File: src/rtl/pwr_req_pkg.sv
package pwr_req_pkg;
  timeunit 1ns; timeprecision 100ps;

  typedef enum logic [1:0] {
    REQ_BIG    = 2'd0,
    REQ_LITTLE = 2'd1,
    REQ_CFG    = 2'd2
  } req_type_e;

  localparam int unsigned NUM_TYPES = 3;
  localparam int unsigned STAT_W    = 4 * NUM_TYPES;

  // word addresses (byte address >> 2)
  localparam logic [9:0] W_PERF_BIG  = 10'h000;
  localparam logic [9:0] W_PERF_LIT  = 10'h002;
  localparam logic [9:0] W_CMD       = 10'h004;
  localparam logic [9:0] W_STATUS    = 10'h006;
  localparam logic [9:0] W_WAKE      = 10'h009;
  localparam logic [9:0] W_PD_BIG    = 10'h00C;
  localparam logic [9:0] W_PD_LIT    = 10'h00D;
  localparam logic [9:0] W_STANDBY   = 10'h00F;
  localparam logic [9:0] W_MBOX_BIG  = 10'h01A;
  localparam logic [9:0] W_CFG_WDATA = 10'h01C;
  localparam logic [9:0] W_CFG_RDATA = 10'h01D;
  localparam logic [9:0] W_MBOX_LIT  = 10'h01E;

  function automatic logic [31:0] cfg_entry(input int unsigned idx);
    logic [11:0] volt;
    logic [19:0] freq;
    volt = 12'(800 + 25 * idx);
    freq = 20'(40000 + 1000 * idx);
    return {volt, freq};
  endfunction
endpackage

File: src/rtl/pwr_cfg_rom.sv
module pwr_cfg_rom
  import pwr_req_pkg::*;
#(
  parameter int unsigned ENTRIES   = 16,
  parameter int unsigned BASE_WORD = 12'h304,
  parameter int unsigned FUNC      = 6
) (
  input  logic [31:0] cmd_i,
  output logic        hit_o,
  output logic [31:0] data_o
);
  timeunit 1ns; timeprecision 100ps;

  localparam int unsigned OFF_W = 12;

  logic [OFF_W-1:0] word;
  logic [OFF_W-1:0] idx;
  logic             in_range;

  assign word     = cmd_i[OFF_W-1:0];
  assign idx      = word - OFF_W'(BASE_WORD);
  assign in_range = (word >= OFF_W'(BASE_WORD)) && (idx < OFF_W'(ENTRIES));
  assign hit_o    = in_range && (cmd_i[23:20] == 4'(FUNC));
  assign data_o   = hit_o ? cfg_entry(int'(idx)) : '0;
endmodule

File: src/rtl/pwr_req_seq.sv
module pwr_req_seq
  import pwr_req_pkg::*;
#(
  parameter int unsigned LATENCY = 6
) (
  input  logic              clk_i,
  input  logic              rst_ni,
  input  logic              start_i,
  input  req_type_e         type_i,
  input  logic              fail_i,
  input  logic              clr_i,
  output logic              busy_o,
  output req_type_e         cur_type_o,
  output logic              fin_o,
  output logic [STAT_W-1:0] status_o
);
  timeunit 1ns; timeprecision 100ps;

  localparam int unsigned CNT_W = $clog2(LATENCY + 1);

  logic              busy_q;
  logic [CNT_W-1:0]  cnt_q;
  req_type_e         type_q;
  logic [STAT_W-1:0] status_q, status_d;
  logic              fin, accept, reject;

  assign fin    = busy_q && (cnt_q == '0);
  assign accept = start_i && !busy_q;
  assign reject = start_i && busy_q;

  always_comb begin
    status_d = clr_i ? '0 : status_q;
    if (fin)    status_d[4 * int'(type_q) + int'(fail_i)] = 1'b1;
    if (reject) status_d[4 * int'(type_i) + 1] = 1'b1;
  end

  always_ff @(posedge clk_i or negedge rst_ni) begin
    if (!rst_ni) begin
      busy_q   <= 1'b0;
      cnt_q    <= '0;
      type_q   <= REQ_BIG;
      status_q <= '0;
    end else begin
      status_q <= status_d;
      if (accept) begin
        busy_q <= 1'b1;
        cnt_q  <= CNT_W'(LATENCY - 1);
        type_q <= type_i;
      end else if (fin) begin
        busy_q <= 1'b0;
      end else if (busy_q) begin
        cnt_q <= cnt_q - 1'b1;
      end
    end
  end

  assign busy_o     = busy_q;
  assign cur_type_o = type_q;
  assign fin_o      = fin;
  assign status_o   = status_q;

  assert_start_from_req_R2: assert property (@(posedge clk_i) disable iff (!rst_ni)
    $rose(busy_q) |-> $past(start_i));
  assert_busy_keeps_type_R6: assert property (@(posedge clk_i) disable iff (!rst_ni)
    (start_i && busy_q && cnt_q != '0) |=> (busy_q && $stable(type_q)));
  assert_read_clears_R7: assert property (@(posedge clk_i) disable iff (!rst_ni)
    (clr_i && !busy_q && !start_i) |=> (status_q == '0));
endmodule

File: src/rtl/pwr_req_engine.sv
module pwr_req_engine
  import pwr_req_pkg::*;
#(
  parameter int unsigned LATENCY     = 6,
  parameter int unsigned LVL_W       = 3,
  parameter int unsigned BIG_CPUS    = 2,  // <= 2 to fit below the cfg data words
  parameter int unsigned LITTLE_CPUS = 3,  // <= 4
  parameter int unsigned CFG_ENTRIES = 16
) (
  input  logic                   clk_i,
  input  logic                   rst_ni,
  input  logic                   wr_en_i,
  input  logic                   rd_en_i,
  input  logic [11:0]            addr_i,
  input  logic [31:0]            wdata_i,
  output logic [31:0]            rdata_o,
  input  logic [BIG_CPUS-1:0]    standby_big_i,
  input  logic [LITTLE_CPUS-1:0] standby_little_i,
  output logic                   irq_o,
  output logic [LVL_W-1:0]       perf_big_o,
  output logic [LVL_W-1:0]       perf_little_o,
  output logic [11:0]            wake_mask_o,
  output logic                   pwrdn_big_o,
  output logic                   pwrdn_little_o
);
  timeunit 1ns; timeprecision 100ps;

  localparam logic [11:0] WAKE_BITS = 12'hC00
    | 12'(((1 << LITTLE_CPUS) - 1) << 4) | 12'((1 << BIG_CPUS) - 1);

  logic [9:0] word;
  logic       wr_pbig, wr_plit, wr_cmd, start, busy, fin, hit, fail;
  req_type_e  start_type, cur_type;
  logic [STAT_W-1:0] status;
  logic [31:0] rom_data;

  logic [LVL_W-1:0] perf_big_q, perf_lit_q;
  logic [31:0]      cmd_q, cfg_wd_q, cfg_rd_q;
  logic [11:0]      wake_q;
  logic             pd_big_q, pd_lit_q;
  logic [31:0]      mbox_big_q [BIG_CPUS];
  logic [31:0]      mbox_lit_q [LITTLE_CPUS];

  assign word    = addr_i[11:2];
  assign wr_pbig = wr_en_i && (word == W_PERF_BIG);
  assign wr_plit = wr_en_i && (word == W_PERF_LIT);
  assign wr_cmd  = wr_en_i && (word == W_CMD) && wdata_i[31];
  assign start   = wr_pbig || wr_plit || wr_cmd;
  assign start_type = wr_cmd ? REQ_CFG : (wr_plit ? REQ_LITTLE : REQ_BIG);
  assign fail    = (cur_type == REQ_CFG) && !hit;

  pwr_req_seq #(.LATENCY(LATENCY)) u_seq (
    .clk_i, .rst_ni,
    .start_i(start), .type_i(start_type), .fail_i(fail),
    .clr_i(rd_en_i && (word == W_STATUS)),
    .busy_o(busy), .cur_type_o(cur_type), .fin_o(fin), .status_o(status)
  );

  pwr_cfg_rom #(.ENTRIES(CFG_ENTRIES)) u_rom (
    .cmd_i(cmd_q), .hit_o(hit), .data_o(rom_data)
  );

  always_ff @(posedge clk_i or negedge rst_ni) begin
    if (!rst_ni) begin
      perf_big_q <= '0;
      perf_lit_q <= '0;
      cmd_q      <= '0;
      cfg_wd_q   <= '0;
      cfg_rd_q   <= '0;
      wake_q     <= '0;
      pd_big_q   <= 1'b0;
      pd_lit_q   <= 1'b0;
    end else begin
      if (wr_pbig && !busy) perf_big_q <= wdata_i[LVL_W-1:0];
      if (wr_plit && !busy) perf_lit_q <= wdata_i[LVL_W-1:0];
      if (wr_cmd && !busy)  cmd_q <= wdata_i;
      if (fin && cur_type == REQ_CFG && hit) cfg_rd_q <= rom_data;
      if (wr_en_i && word == W_CFG_WDATA) cfg_wd_q <= wdata_i;
      if (wr_en_i && word == W_WAKE)      wake_q   <= wdata_i[11:0] & WAKE_BITS;
      if (wr_en_i && word == W_PD_BIG)    pd_big_q <= wdata_i[0];
      if (wr_en_i && word == W_PD_LIT)    pd_lit_q <= wdata_i[0];
    end
  end

  for (genvar g = 0; g < BIG_CPUS; g++) begin : g_mbox_big
    always_ff @(posedge clk_i or negedge rst_ni) begin
      if (!rst_ni) mbox_big_q[g] <= '0;
      else if (wr_en_i && word == W_MBOX_BIG + 10'(g)) mbox_big_q[g] <= wdata_i;
    end
  end

  for (genvar g = 0; g < LITTLE_CPUS; g++) begin : g_mbox_lit
    always_ff @(posedge clk_i or negedge rst_ni) begin
      if (!rst_ni) mbox_lit_q[g] <= '0;
      else if (wr_en_i && word == W_MBOX_LIT + 10'(g)) mbox_lit_q[g] <= wdata_i;
    end
  end

  always_comb begin
    rdata_o = '0;
    unique case (word)
      W_PERF_BIG:  rdata_o = 32'(perf_big_q);
      W_PERF_LIT:  rdata_o = 32'(perf_lit_q);
      W_CMD:       rdata_o = cmd_q;
      W_STATUS:    rdata_o = 32'(status);
      W_WAKE:      rdata_o = 32'(wake_q);
      W_PD_BIG:    rdata_o = 32'(pd_big_q);
      W_PD_LIT:    rdata_o = 32'(pd_lit_q);
      W_STANDBY: begin
        rdata_o[BIG_CPUS-1:0]   = standby_big_i;
        rdata_o[3 +: LITTLE_CPUS] = standby_little_i;
      end
      W_CFG_WDATA: rdata_o = cfg_wd_q;
      W_CFG_RDATA: rdata_o = cfg_rd_q;
      default: begin
        for (int i = 0; i < BIG_CPUS; i++)
          if (word == W_MBOX_BIG + 10'(i)) rdata_o = mbox_big_q[i];
        for (int i = 0; i < LITTLE_CPUS; i++)
          if (word == W_MBOX_LIT + 10'(i)) rdata_o = mbox_lit_q[i];
      end
    endcase
  end

  assign irq_o          = |status;
  assign perf_big_o     = perf_big_q;
  assign perf_little_o  = perf_lit_q;
  assign wake_mask_o    = wake_q;
  assign pwrdn_big_o    = pd_big_q;
  assign pwrdn_little_o = pd_lit_q;

  assert_level_held_R6: assert property (@(posedge clk_i) disable iff (!rst_ni)
    (wr_pbig && busy) |=> $stable(perf_big_q));
  assert_rdata_src_R4: assert property (@(posedge clk_i) disable iff (!rst_ni)
    !$stable(cfg_rd_q) |-> $past(fin && cur_type == REQ_CFG && hit));
  assert_irq_follows_R7: assert property (@(posedge clk_i) disable iff (!rst_ni)
    $rose(irq_o) |-> $past(fin || start));
endmodule

File: config.mk
export PLATFORM = sky130hd
export DESIGN_NAME = pwr_req_engine
export DESIGN_NICKNAME = d
export VERILOG_FILES = /design/src/rtl/pwr_req_pkg.sv /design/src/rtl/pwr_cfg_rom.sv /design/src/rtl/pwr_req_seq.sv /design/src/rtl/pwr_req_engine.sv
export SDC_FILE = /design/constraint.sdc
export NUM_CORES = 1
export LEC_CHECK = 0
export CORE_MARGIN = 4
export CORE_UTILIZATION = 41
export DETAILED_ROUTE_END_ITERATION = 12
export DONT_BUFFER_PORTS = 1
export GPL_ROUTABILITY_DRIVEN = 1
export HOLD_SLACK_MARGIN = 0.1
export PLACE_DENSITY = 0.63
export SKIP_LAST_GASP = 1
export SYNTH_ARGS = -nofsm -noshare
export SYNTH_HDL_FRONTEND = slang
export SYNTH_SLANG_ARGS = --single-unit
File: constraint.sdc
create_clock -name clk_i -period 17.3 [get_ports clk_i]
set_input_delay 1.73 -clock clk_i [delete_from_list [all_inputs] [get_ports clk_i]]
set_output_delay 1.73 -clock clk_i [all_outputs]
set_load 0.02 [all_outputs]
* After elaboration in Yosys (flattened, before gate mapping)
Index checks and enable logic that the tools add are counted.
Cells by class: reduce and logical (&&, ||, !) cells 40, $mul 2, order comparisons 6, $add $sub $neg 6, divide/modulo/power cells 0, multiplexer cells 24, bitwise operators 2, shifts and indexed selects 0, eq/ne operators 17
Operators with widths (count):
- 2-to-1 mux 32 bit | 6
- case mux 26 bit (6 select lines) | 1
- greater-or-equal comparator 32 x 1 -> 1 bit (second input constant) | 2
- less-than comparator 32 x 6 -> 1 bit (second input constant) | 2
- == test 10 x 5 -> 1 bit (second input constant) | 6
- == test 10 x 4 -> 1 bit (second input constant) | 4
- 2-to-1 mux 12 bit | 3
- logical AND 1 bit | 27
- OR 12 bit | 2
- case mux 3 bit (7 select lines) | 1
- adder 16 x 20 -> 20 bit (first input constant) | 1
- == test 10 x 3 -> 1 bit (second input constant) | 2
- case mux 2 bit (10 select lines) | 1
- multiplier 7 x 12 -> 17 bit (first input constant) | 1
- adder 10 x 12 -> 12 bit (first input constant) | 1
- greater-or-equal comparator 12 x 10 -> 1 bit (second input constant) | 1
- less-than comparator 12 x 5 -> 1 bit (second input constant) | 1
- multiplier 5 x 12 -> 12 bit (first input constant) | 1
- OR reduction 12 bit | 1
- subtractor 12 x 10 -> 12 bit (second input constant) | 1
- == test 10 x 2 -> 1 bit (second input constant) | 1
- == test 10 x 6 -> 1 bit (second input constant) | 1
- zero test 10 bit | 1
- 2-to-1 mux 3 bit | 3
- 17 further kinds | 26
Word-level totals: bits in read-only memories 0, logic and storage cells 114, flip-flop bits (word level) 289, memories 0, latch bits 0, input bits 53, RAM bits 0

* Longest topological paths before layout
Gate-level depths: netlist of run 1.
depth in word-level cells 15, mapped depth 23, depth with buffers taken out 22

* Modules after synthesis
From an unflattened synthesis of run 1, not the netlist that was laid out.
Second synthesis, totals: cell total of the unflattened synthesis 1380, area, all modules 16422.0 um^2
Modules (own cells, without submodules):
- pwr_req_engine | area each 12637.1 um^2, cells an instance 938, times used 1, sequential area each 6781.5 um^2
- pwr_cfg_rom | area each 3163.0 um^2, cells an instance 382, times used 1, sequential area each 0.0 um^2
- pwr_req_seq | area each 621.8 um^2, cells an instance 60, times used 1, sequential area each 300.3 um^2

* Worst setup path after synthesis of run 1
OpenSTA, ideal clock, no wires.
path type flip-flop to flip-flop, start point reg cmd_q[2], end point reg cfg_rd_q[19], clock period less this slack 6172 ps, data arrival time 6046 ps, cell stages (with the launch flop) 23, path slack 11128 ps, required time 17174 ps, setup time 126 ps, cell sequence dfrtp_1 -> clkbuf_1 -> inv_1 -> ha_1 -> nor3b_1 -> xnor2_1 -> inv_1 -> ha_1 -> inv_1 -> xnor2_1 -> fa_1 -> fa_1 -> fa_1 -> inv_1 -> ha_1 -> and4_1 -> o21a_1 -> a2111oi_4 -> nor2_1 -> xnor2_1 -> or2_2 -> o311a_1 -> a221o_1
Between the ends: cells in the longest elaborated chain, start to end 5
Ends and longest elaborated chain:
- start, declared | line pwr_req_engine.sv:38 | logic [31:0] cmd_q, cfg_wd_q, cfg_rd_q;
- start signal, assigned | line pwr_req_engine.sv:76 | if (wr_cmd && !busy) cmd_q <= wdata_i;
- parallel branches: the longest is 5 deep, another holds adder 16 x 20 -> 20 bit
- end signal, assigned | line pwr_req_engine.sv:77 | if (fin && cur_type == REQ_CFG && hit) cfg_rd_q <= rom_data;
- end, declared | line pwr_req_engine.sv:38
Parallel ways; which one is timed is not known. A chain may end at the register's enable or synchronous reset.

* Worst setup path after layout of run 1
start point in addr_i[7], end point out rdata_o[5]
Between the ends: cells in the longest elaborated chain, start to end 7
Ends and longest elaborated chain:
- start, declared | line pwr_req_engine.sv:14 | input logic [11:0] addr_i,
- == test 10 x 5 -> 1 bit | line pwr_req_engine.sv:117 | if (word == W_MBOX_BIG + 10'(i)) rdata_o = mbox_big_q[i];
- 2-to-1 mux 32 bit (2 in a row) | line pwr_req_engine.sv:117
- 2-to-1 mux 32 bit (3 in a row) | line pwr_req_engine.sv:119 | if (word == W_MBOX_LIT + 10'(i)) rdata_o = mbox_lit_q[i];
- case mux 3 bit (7 select lines) * | line pwr_req_engine.sv:101 | unique case (word)
- end, declared | line pwr_req_engine.sv:16 | output logic [31:0] rdata_o,
Mark *: on every way between the ends. The rest lies on a longest branch, timed or not.

==> out/qor.csv, run 1 <==
metric;value;unit
cts_buffer_depth;3;
numClockSinks;278;
yosys_register_bits;278;
yosys-top-cells-area;dfrtp_1, mux2_2, ha_1;
cts_max_level;1;
die_h;201;um
grt_pass1_wl;63000;um
netlist_area;15200;um^2
drc;0;
min_from;cmd_q[31]$_DFFE_PN0P_;
r2r_cells;20;
grt_overflow;0;
clock_latency;540;ps
die-width;201;um
crit_slowest_cell;nor4_1;
grt_pass1_vias;10600;
synth_cells;1287;
period_share;40.2;%
whs;475;ps
grt_max_degree;279;
drt-initial-drc-count;765;
tns;0;ps
initial_utilization;41.6;%
ys_types;68;
cts_resized;0;
placed_cell_area;15700;um^2
cap_violations;0;
crit_cells;8;
io_buffers;0;
diodes;0;
finClkSkew;8.14;ps
holdBufCountCts;0;
synthArstFlopShare;100;%
crit_top_cell;nor4_1;
ios;106;
cp-end-kind;primary output;
path_buf_inv;1;
wl_per_cell;22.8;um
cts_inserted_buffers;28;
final_hold_viol_count;0;
gp_congestion;0.919;
num_rows;70;
fin_area;16500;um^2
fillers;3338;
start_kind;primary input;
area_growth;8.72;%
critPathMaxStageDelay;900;ps
cp.required;15570;ps
synth_top_area_cell;dfrtp_1;
syn_area_per_cell;11.8;um^2
cts_tree;yes;
post-route-min-period;6960;ps
detail_route.wirelength;39800;um
min_path_type;flip-flop to flip-flop;
hpwl;26800;um
hold_depth;1;
tightest_slew;1150;ps
setup_viol;0;
antenna_found_initial;0;
worstPathArrival;5220;ps
rsz0062_at_grt;false;
track_usage;19.6;%
drive_gt1_share;25.8;%
cts_root_buffer;clkbuf_16;
worstPathMaxFanout;64;
yosysSeqAreaShare;45.7;%
final_net_count;1416;
relSlewSlack;22.6;%
synth_edf_count;0;
cp_cell_sequence;nor4_1 -> nand2_1 -> nor2_1 -> nor4_1 -> nand2_2 -> buf_4 -> a2111oi_0 -> a31oi_1;
powerDensity;91.7;nW/um^2
r2r_start;cmd_q[2]$_DFFE_PN0P_;
post_cts_buffers;0;
path_clk_slew;60;ps
yosysTopAreaCellShare;45.7;%
r2r_setup_slack;10560;ps
critPathTopFamily;simple AND/OR/NAND/NOR gates;
yosys_warnings;0;
crit_type;primary input to primary output;
timing.fmax;144;MHz
via_per_inst;5.84;
power_leakage;7.97;nW
first_pass_iters;6;
core_region_area;36600;um^2
ys_dominant_reg_cell;dfrtp_1;
vias;10200;
peakVddDrop;0.0000820;V
final_util;45.2;%
outcome;finished clean;
dieArea;40300;um^2
holdPathEnd;cmd_q[31]$_DFFE_PN0P_;
maxSlewViolCount;0;
worstSetupStartpoint;addr_i[7];
regToRegEndpoint;cfg_rd_q[19]$_DFFE_PN0P_;
ant_nets;0;
synth_stat cells (29+ instances only):
master / number
nand2_1: 104
fa_1: 36
mux2_2: 240
clkbuf_1: 38
dfrtp_1: 278
a22oi_1: 36
a222oi_1: 29
ha_1: 66
a21oi_1: 29
nor2_1: 35
o21ai_0: 29
inv_1: 77
xnor2_1: 39
a22o_1: 41
cell families (layout without fill, tap and decap cells):
logic type,count (synthesis),after routing,synth area share [%]
flops,278,278,45.7
compound gates,249,249,12.5
mux,242,242,17.9
simple gates,210,210,6.52
buf+inv,151,139,3.96
fa+ha+maj,102,102,10.2
xor+xnor,54,54,3.21
other cells,1,5,0.0246
placed cells by master, fill, tap and decap left out, drive strengths merged, types with 3 or more instances in the layout:
cell type,Yosys,final
a2111oi,19,19
a21o,11,11
a21oi,32,32
a222oi,29,29
a22o,41,41
a22oi,36,36
a31oi,26,26
and3,6,6
buf,36,14
clkbuf,38,38
clkinv,0,7
conb,1,5
dfrtp,278,278
fa,36,36
ha,66,66
inv,77,78
mux2,240,240
nand2,104,104
nand2b,5,5
nand3,12,12
nand4,3,3
nor2,35,35
nor2b,3,3
nor3,15,15
nor4,5,5
o211ai,3,3
o21ai,33,33
o31ai,3,3
or2,3,3
or3,5,5
xnor2,40,40
xor2,14,14
layout make-up:
type / count / area, um^2 / area share [%]
clock buffer: 38 / 769 / 4.65
clock inverter: 10 / 104 / 0.628
inverter: 77 / 289 / 1.75
multi-input combinational: 862 / 7740 / 46.8
timing repair buffer: 14 / 105 / 0.635
tap: 468 / 586 / 3.54
sequential: 278 / 6960 / 42.0
per-layer routing:
metal  part of all wire [%]  track usage, %
met1                     44            26.5
met2                     49            33.5
met3                    4.6            2.55
met4                    2.4            5.11
met5                      0               0
worst max-delay path by stage:
stage / endpoint
3_5_place_dp: rdata_o[5]
6_report: rdata_o[5]
5_1_grt: cfg_rd_q[19]$_DFFE_PN0P_
3_3_place_gp: rdata_o[5]
4_1_cts: rdata_o[5]
2_1_floorplan: cfg_rd_q[19]$_DFFE_PN0P_
registers in the layout, summed over array words and instances (netlist names):
| signal | count |
|---|---|
| perf_little_o | 3 |
| pwrdn_little_o | 1 |
| cmd_q | 32 |
| wake_mask_o | 7 |
| cfg_rd_q | 27 |
| perf_big_o | 3 |
| pwrdn_big_o | 1 |
| mbox_lit_q | 96 |
| u_seq.cnt_q | 3 |
| u_seq.cur_type_o | 2 |
| u_seq.status_o | 6 |
| mbox_big_q | 64 |
| cfg_wd_q | 32 |
| u_seq.busy_o | 1 |
report_power, final:
| group | internal [mW] | switching [mW] | total, mW |
|---|---|---|---|
| registers | 0.658 | 0.00561 | 0.664 |
| logic | 0.107 | 0.157 | 0.264 |
| clock network | 0.340 | 0.249 | 0.589 |
stage by stage:
step	worst slack [ps]	power [mW]	cells
after detailed placement	10430	0.938	1699
after CTS	10420	1.53	1747
after global routing	10190	1.59	1747
final	10350	1.52	1747
after floorplan	11130	0.880	1291
after global placement	10450	0.934	1699
No activity file was read; power rests on OpenSTA's default activity.
==> run 2, diff against run 1 <==
--- a/config.mk
+++ b/config.mk
@@ -11,7 +11,7 @@
 export DONT_BUFFER_PORTS = 1
 export GPL_ROUTABILITY_DRIVEN = 1
 export HOLD_SLACK_MARGIN = 0.1
-export PLACE_DENSITY = 0.63
+export PLACE_DENSITY = 0.65
 export SKIP_LAST_GASP = 1
 export SYNTH_ARGS = -nofsm -noshare
 export SYNTH_HDL_FRONTEND = slang
==> constraint.sdc (replaced) <==
create_clock -name clk_i -period 5.7 [get_ports clk_i]
set_input_delay 0.57 -clock clk_i [delete_from_list [all_inputs] [get_ports clk_i]]
set_output_delay 0.57 -clock clk_i [all_outputs]
set_load 0.02 [all_outputs]
==> out/qor.csv, run 2 (synthesis results as in run 1) <==
metric;value;unit;change
outcome;finished with violations;;
violations;negative hold slack;;
num_rows;70;;unchanged
vias;10400;;+2.3%
pre_cts_slack;137;ps;-10300 ps
numClockSinks;278;;unchanged
area_growth;10.9;%;
relSlewSlack;23.9;%;+1.3 points
setup_slack;228;ps;-10120 ps
cts_max_level;1;;unchanged
track_usage;19.6;%;+0.021 points
power_leakage;8.16;nW;+2.4%
cap_violations;0;;unchanged
start_kind;flip-flop;;
largest_register_ffs;96;;unchanged
regToRegEndpoint;cfg_rd_q[19]$_DFFE_PN0P_;;
setup_viol;0;;unchanged
detail_route.wirelength;40000;um;+0.35%
initial_utilization;41.6;%;unchanged
first_pass_iters;5;;-1
cp.required;6120;ps;-9450 ps
worstPathArrival;5890;ps;+670 ps
cp-end-kind;flip-flop;;
finClkSkew;15.3;ps;+7.20 ps
via_per_inst;5.89;;+0.78%
final_net_count;1444;;+2.0%
ant_nets;0;;unchanged
grt_max_degree;279;;unchanged
layout_commonest_cell;dfrtp_1;;
post-route-min-period;5470;ps;
hpwl;27400;um;+2.4%
r2r_setup_slack;230;ps;-10330 ps
tightest_slew;1140;ps;-14.4 ps
maxSlewViolCount;0;;unchanged
die_h;201;um;unchanged
ios;106;;unchanged
antenna_found_initial;1;;+1
grt_overflow;0;;unchanged
layout_common_cells;dfrtp_1, mux2_2, nand2_1;;
final_util;46.1;%;+0.89 points
r2r_cells;19;;-5.0%
io_buffers;0;;unchanged
drive_gt1_share;29.0;%;+3.2 points
r2r_start;cmd_q[2]$_DFFE_PN0P_;;
final_hold_viol_count;278;;+278
gp_congestion;0.917;;-0.16%
diodes;0;;unchanged
cts_buffer_depth;3;;unchanged
timing.fmax;183;MHz;
drc;0;;unchanged
cts_inserted_buffers;28;;unchanged
drt-initial-drc-count;802;;+4.8%
whs;-259;ps;-734 ps
wl_per_cell;22.5;um;-1.2%
grt_pass1_wl;63700;um;+1.0%
top_regs;mbox_lit_q: 96 flops, mbox_big_q: 64 flops;;
dieArea;40300;um^2;unchanged
worstPathMaxFanout;4;;-94%
grt_pass1_vias;10800;;+1.4%
path_clk_slew;60;ps;about the same
min_path_type;primary input to async pin;;
powerDensity;275;nW/um^2;+200%
peakVddDrop;0.000212;V;+160%
regMostFlops;mbox_lit_q;;
period_share;96.0;%;
crit_type;flip-flop to flip-flop;;
die-width;201;um;unchanged
cts_root_buffer;clkbuf_16;;
clock_latency;540;ps;about the same
core_region_area;36600;um^2;unchanged
cts_tree;yes;;
-- run 2: cell types whose count changed in the layout (fill, tap and decap cells not counted), moves of 4 or more --
cell	previous run	this run
buf_4	14	42
clkbuf_1	8	4
clkbuf_8	1	5
xnor2_1	39	35
xnor2_2	1	5
-- run 2: how the worst max path moves through the flow --
stage                         start                  endpoint  cells past startpoint
2_1_floorplan  cmd_q[2]$_DFFE_PN0P_  cfg_rd_q[19]$_DFFE_PN0P_                     22
3_3_place_gp   cmd_q[2]$_DFFE_PN0P_  cfg_rd_q[19]$_DFFE_PN0P_                     21
3_5_place_dp   cmd_q[2]$_DFFE_PN0P_  cfg_rd_q[19]$_DFFE_PN0P_                     22
4_1_cts        cmd_q[2]$_DFFE_PN0P_  cfg_rd_q[19]$_DFFE_PN0P_                     22
5_1_grt        cmd_q[2]$_DFFE_PN0P_  cfg_rd_q[19]$_DFFE_PN0P_                     20
6_report       cmd_q[2]$_DFFE_PN0P_  cfg_rd_q[19]$_DFFE_PN0P_                     19
-- run 2: area by class of cell --
type                       instances  area, um^2
sequential                       278        6960
multi-input combinational        862        7850
fill                            3330       19700
clock buffer                      37         785
inverter                          77         289
tap                              468         586
timing repair buffer              42         315
clock inverter                    10        88.8
-- run 2: where the power goes --
group / leakage (nW) / switching (mW) / internal (mW) / total [mW]
registers: 3.86 / 0.0169 / 2.00 / 2.02
clock network: 0.434 / 0.749 / 1.01 / 1.76
logic: 3.87 / 0.494 / 0.375 / 0.870
-- run 2: metrics by stage --
stage	cell area [um^2]	setup TNS (ps)	total power, mW	hold slack (ps)	cells
global route	16900	-4.31	4.86	-286	1774
detailed placement	15900	0	2.91	287	1725
finish	16900	0	4.64	-259	1774
floorplan	15300	0	2.68	274	1291
global placement	15900	0	2.90	285	1725
CTS	16800	0	4.66	-278	1772
-- run 2: layer usage --
layer,up-vias,track usage [%],routed length [um]
met4,2,3.81,669
met1,5441,27.7,18000
met3,50,3.20,2330
li1,4671,-,-
met2,278,32.4,19000
met5,-,0,11
-- run 2: worst max-delay path, stage by stage, from the launching register on --
cell and delay, ps:
dfrtp_1 430, inv_2 100, ha_1 250, xnor2_2 170
inv_1 110, ha_4 270, fa_1 510, fa_1 530
inv_1 60, fa_1 490, inv_1 40, ha_1 290
a21o_1 220, a311o_1 390, a2111oi_4 390, nor2_1 100
xnor2_1 140, or2_2 310, o311a_1 300, a221o_1 260
-- run 2: timing repair --
item	4_1_cts	5_1_grt
endpoints found under the setup margin	0	4
setup buffers	0	2
resized for setup	0	17
hold endpoints to repair	278	278
==> run 3, diff against run 2 <==
--- a/config.mk
+++ b/config.mk
@@ -5,6 +5,7 @@
 export SDC_FILE = /design/constraint.sdc
 export NUM_CORES = 1
 export LEC_CHECK = 0
+export ABC_AREA = 1
 export CORE_MARGIN = 4
 export CORE_UTILIZATION = 41
 export DETAILED_ROUTE_END_ITERATION = 12
==> out/qor.csv, run 3 <==
metric;value;unit;change
crit_type;flip-flop to flip-flop;;
p_sw;1.08;mW;-14%
synth_commonest_cells;nand2_1, dfrtp_1, o21ai_0;;
yosys-top-cells-area;dfrtp_1, nand2_1, o21ai_0;;
first_pass_iters;5;;unchanged
p_total;4.25;mW;-8.3%
whs;-285;ps;-25.9 ps
path_clk_slew;60;ps;about the same
cts_root_buffer;clkbuf_16;;
drc;0;;unchanged
synth_edf_count;0;;unchanged
outcome;finished with violations;;
worstPathMaxFanout;8;;+4
period_share;92.1;%;-4.0 points
ys_types;51;;-25%
initial_utilization;41.9;%;+0.35 points
swShare;25.5;%;-1.7 points
powerDensity;253;nW/um^2;-8.0%
layout_common_cells;nand2_1, dfrtp_1, o21ai_0;;
top_regs;mbox_lit_q: 96 flops, mbox_big_q: 64 flops;;
cap_violations;0;;unchanged
layout_commonest_cell;nand2_1;;
netlist_area;15500;um^2;+1.6%
yosysSeqAreaShare;45.0;%;-0.70 points
start_kind;flip-flop;;
min_path_type;primary input to async pin;;
track_usage;20.2;%;+0.62 points
final_util;45.6;%;-0.50 points
power_leakage;8.29;nW;+1.6%
fillers;3581;;+7.5%
worstPathArrival;5670;ps;-220 ps
die_h;202;um;+0.74%
synth_top_area_cell;dfrtp_1;;
cts_max_level;1;;unchanged
antenna_found_initial;0;;-1
largest_register_ffs;96;;unchanged
synth_cells;1872;;+45%
power_frac_clock;42.2;%;+4.4 points
numClockSinks;278;;unchanged
regMostFlops;mbox_lit_q;;
internal_power;3.17;mW;-6.2%
gp_congestion;0.884;;-3.6%
tightest_slew;1110;ps;-30.5 ps
via_per_inst;5.27;;-10%
vias;12500;;+20%
relSlewSlack;26.0;%;+2.1 points
grt_pass1_wl;67400;um;+5.9%
final_net_count;2001;;+39%
setup_viol;0;;unchanged
cts_buffer_depth;3;;unchanged
yosys_register_bits;278;;unchanged
tns;0;ps;unchanged
grt_max_degree;279;;unchanged
cp.required;6120;ps;about the same
syn_area_per_cell;8.26;um^2;-30%
num_rows;70;;unchanged
synthArstFlopShare;100;%;unchanged
cp-end-kind;flip-flop;;
grt_overflow;0;;unchanged
ios;106;;unchanged
timing.fmax;191;MHz;+4.3%
io_buffers;0;;unchanged
core_region_area;36900;um^2;+0.72%
yosys_warnings;0;;unchanged
grt_pass1_vias;12000;;+12%
cts_tree;yes;;
violations;negative hold slack;;
ant_nets;0;;unchanged
cts_inserted_buffers;28;;unchanged
yosysTopAreaCellShare;45.0;%;-0.70 points
final_hold_viol_count;278;;unchanged
hpwl;29400;um;+7.2%
maxSlewViolCount;0;;unchanged
rsz0062_at_grt;false;;
area_growth;8.77;%;
drt-initial-drc-count;1127;;+41%
peakVddDrop;0.000200;V;-5.6%
post-route-min-period;5250;ps;-225 ps
finClkSkew;27.0;ps;+11.6 ps
wl_per_cell;17.6;um;-22%
die-width;202;um;+0.74%
detail_route.wirelength;41800;um;+4.5%
dieArea;40900;um^2;+1.5%
power.share.sequential;47.7;%;+4.3 points
yosysMostFrequentCell;nand2_1;;
r2r_setup_slack;450;ps;+230 ps
comb_power_share;10.1;%;-8.6 points
post_cts_buffers;0;;unchanged
ys_dominant_reg_cell;dfrtp_1;;
drive_gt1_share;5.31;%;-24 points
clock_latency;550;ps;about the same
diodes;0;;unchanged
==> run 3: metrics by stage <==
step / cells / hold WS, ps / setup slack [ps] / instance area (um^2)
after floorplan: 1876 / 274 / 836 / 15500
after detailed placement: 2320 / 288 / 227 / 15900
after CTS: 2369 / -289 / 178 / 16800
after global placement: 2320 / 287 / 305 / 15900
final: 2369 / -285 / 453 / 16800
after global routing: 2369 / -304 / 41.0 / 16800
==> run 3: kinds of logic (layout without fill, tap and decap cells) <==
family          Yosys count  after routing  synth area share, %
compound gates          448            448                 16.4
other cells               1              5               0.0243
flops                   278            278                 45.0
buf+inv                 287            276                 7.49
mux                       2              2                0.138
fa+ha+maj               102            102                 10.0
simple gates            722            722                 18.9
xor+xnor                 32             32                 2.03
==> run 3: path summary, 6_finish.rpt <==
check,startpoint,end,depth (start not counted)
max,cmd_q[2]$_DFFE_PN0P_,cfg_rd_q[19]$_DFFE_PN0P_,25
min,rst_ni,mbox_lit_q[33]$_DFFE_PN0P_,0
max reg2reg,cmd_q[2]$_DFFE_PN0P_,cfg_rd_q[19]$_DFFE_PN0P_,25
min reg2reg,cmd_q[31]$_DFFE_PN0P_,cmd_q[31]$_DFFE_PN0P_,2
max in group asynchronous,rst_ni,cmd_q[2]$_DFFE_PN0P_,0
min in group clk_i,wdata_i[0],pwrdn_little_o$_DFFE_PN0P_,1
==> run 3: final cells by class <==
class / instances / area (um^2) / area share [%]
Timing Repair Buffer: 22 / 165 / 0.983
Inverter: 205 / 769 / 4.58
Multi-Input combinational cell: 1311 / 7390 / 44.0
Clock inverter: 10 / 65.1 / 0.387
Sequential cell: 278 / 6960 / 41.4
Clock buffer: 39 / 833 / 4.96
Tap cell: 504 / 631 / 3.75
==> run 3: critical path: stages, from the launching register on <==
cell and delay (ps):
dfrtp_2 500, inv_2 90, ha_1 280, xor2_2 390
ha_1 340, inv_1 160, xor2_1 190, ha_1 270
a31o_2 260, fa_1 480, inv_1 50, fa_1 500
inv_1 40, ha_1 350, nand2_1 130, inv_1 40
a21oi_1 230, nand2_1 80, nand2_1 60, nand2_1 90
nor2_1 130, nand2_1 100, nand2_1 120, nand3_1 90
nand3_1 90, nand2_1 50
==> run 3: power by group through the flow <==
stage / logic, mW / registers [mW] / clock network [mW]
floorplan: 0.337 / 2.06 / 0
global placement: 0.424 / 2.06 / 0
detailed placement: 0.430 / 2.07 / 0
CTS: 0.432 / 2.03 / 1.82
global route: 0.507 / 2.03 / 1.90
finish: 0.429 / 2.03 / 1.80
==> run 3: timing repair <==
action                                 in CTS  in global routing
gates resized for setup                     0                  4
endpoints found under the hold margin     278                278
setup endpoints to repair                   0                  5
==> run 3: metal layers <==
layer	GRT usage, %	vias to the layer above	share of wire (%)
li1	-	6079	-
met1	28.7	5993	45
met2	33.2	338	47
met3	2.21	71	4.8
met4	5.60	0	2.9
met5	0	-	0
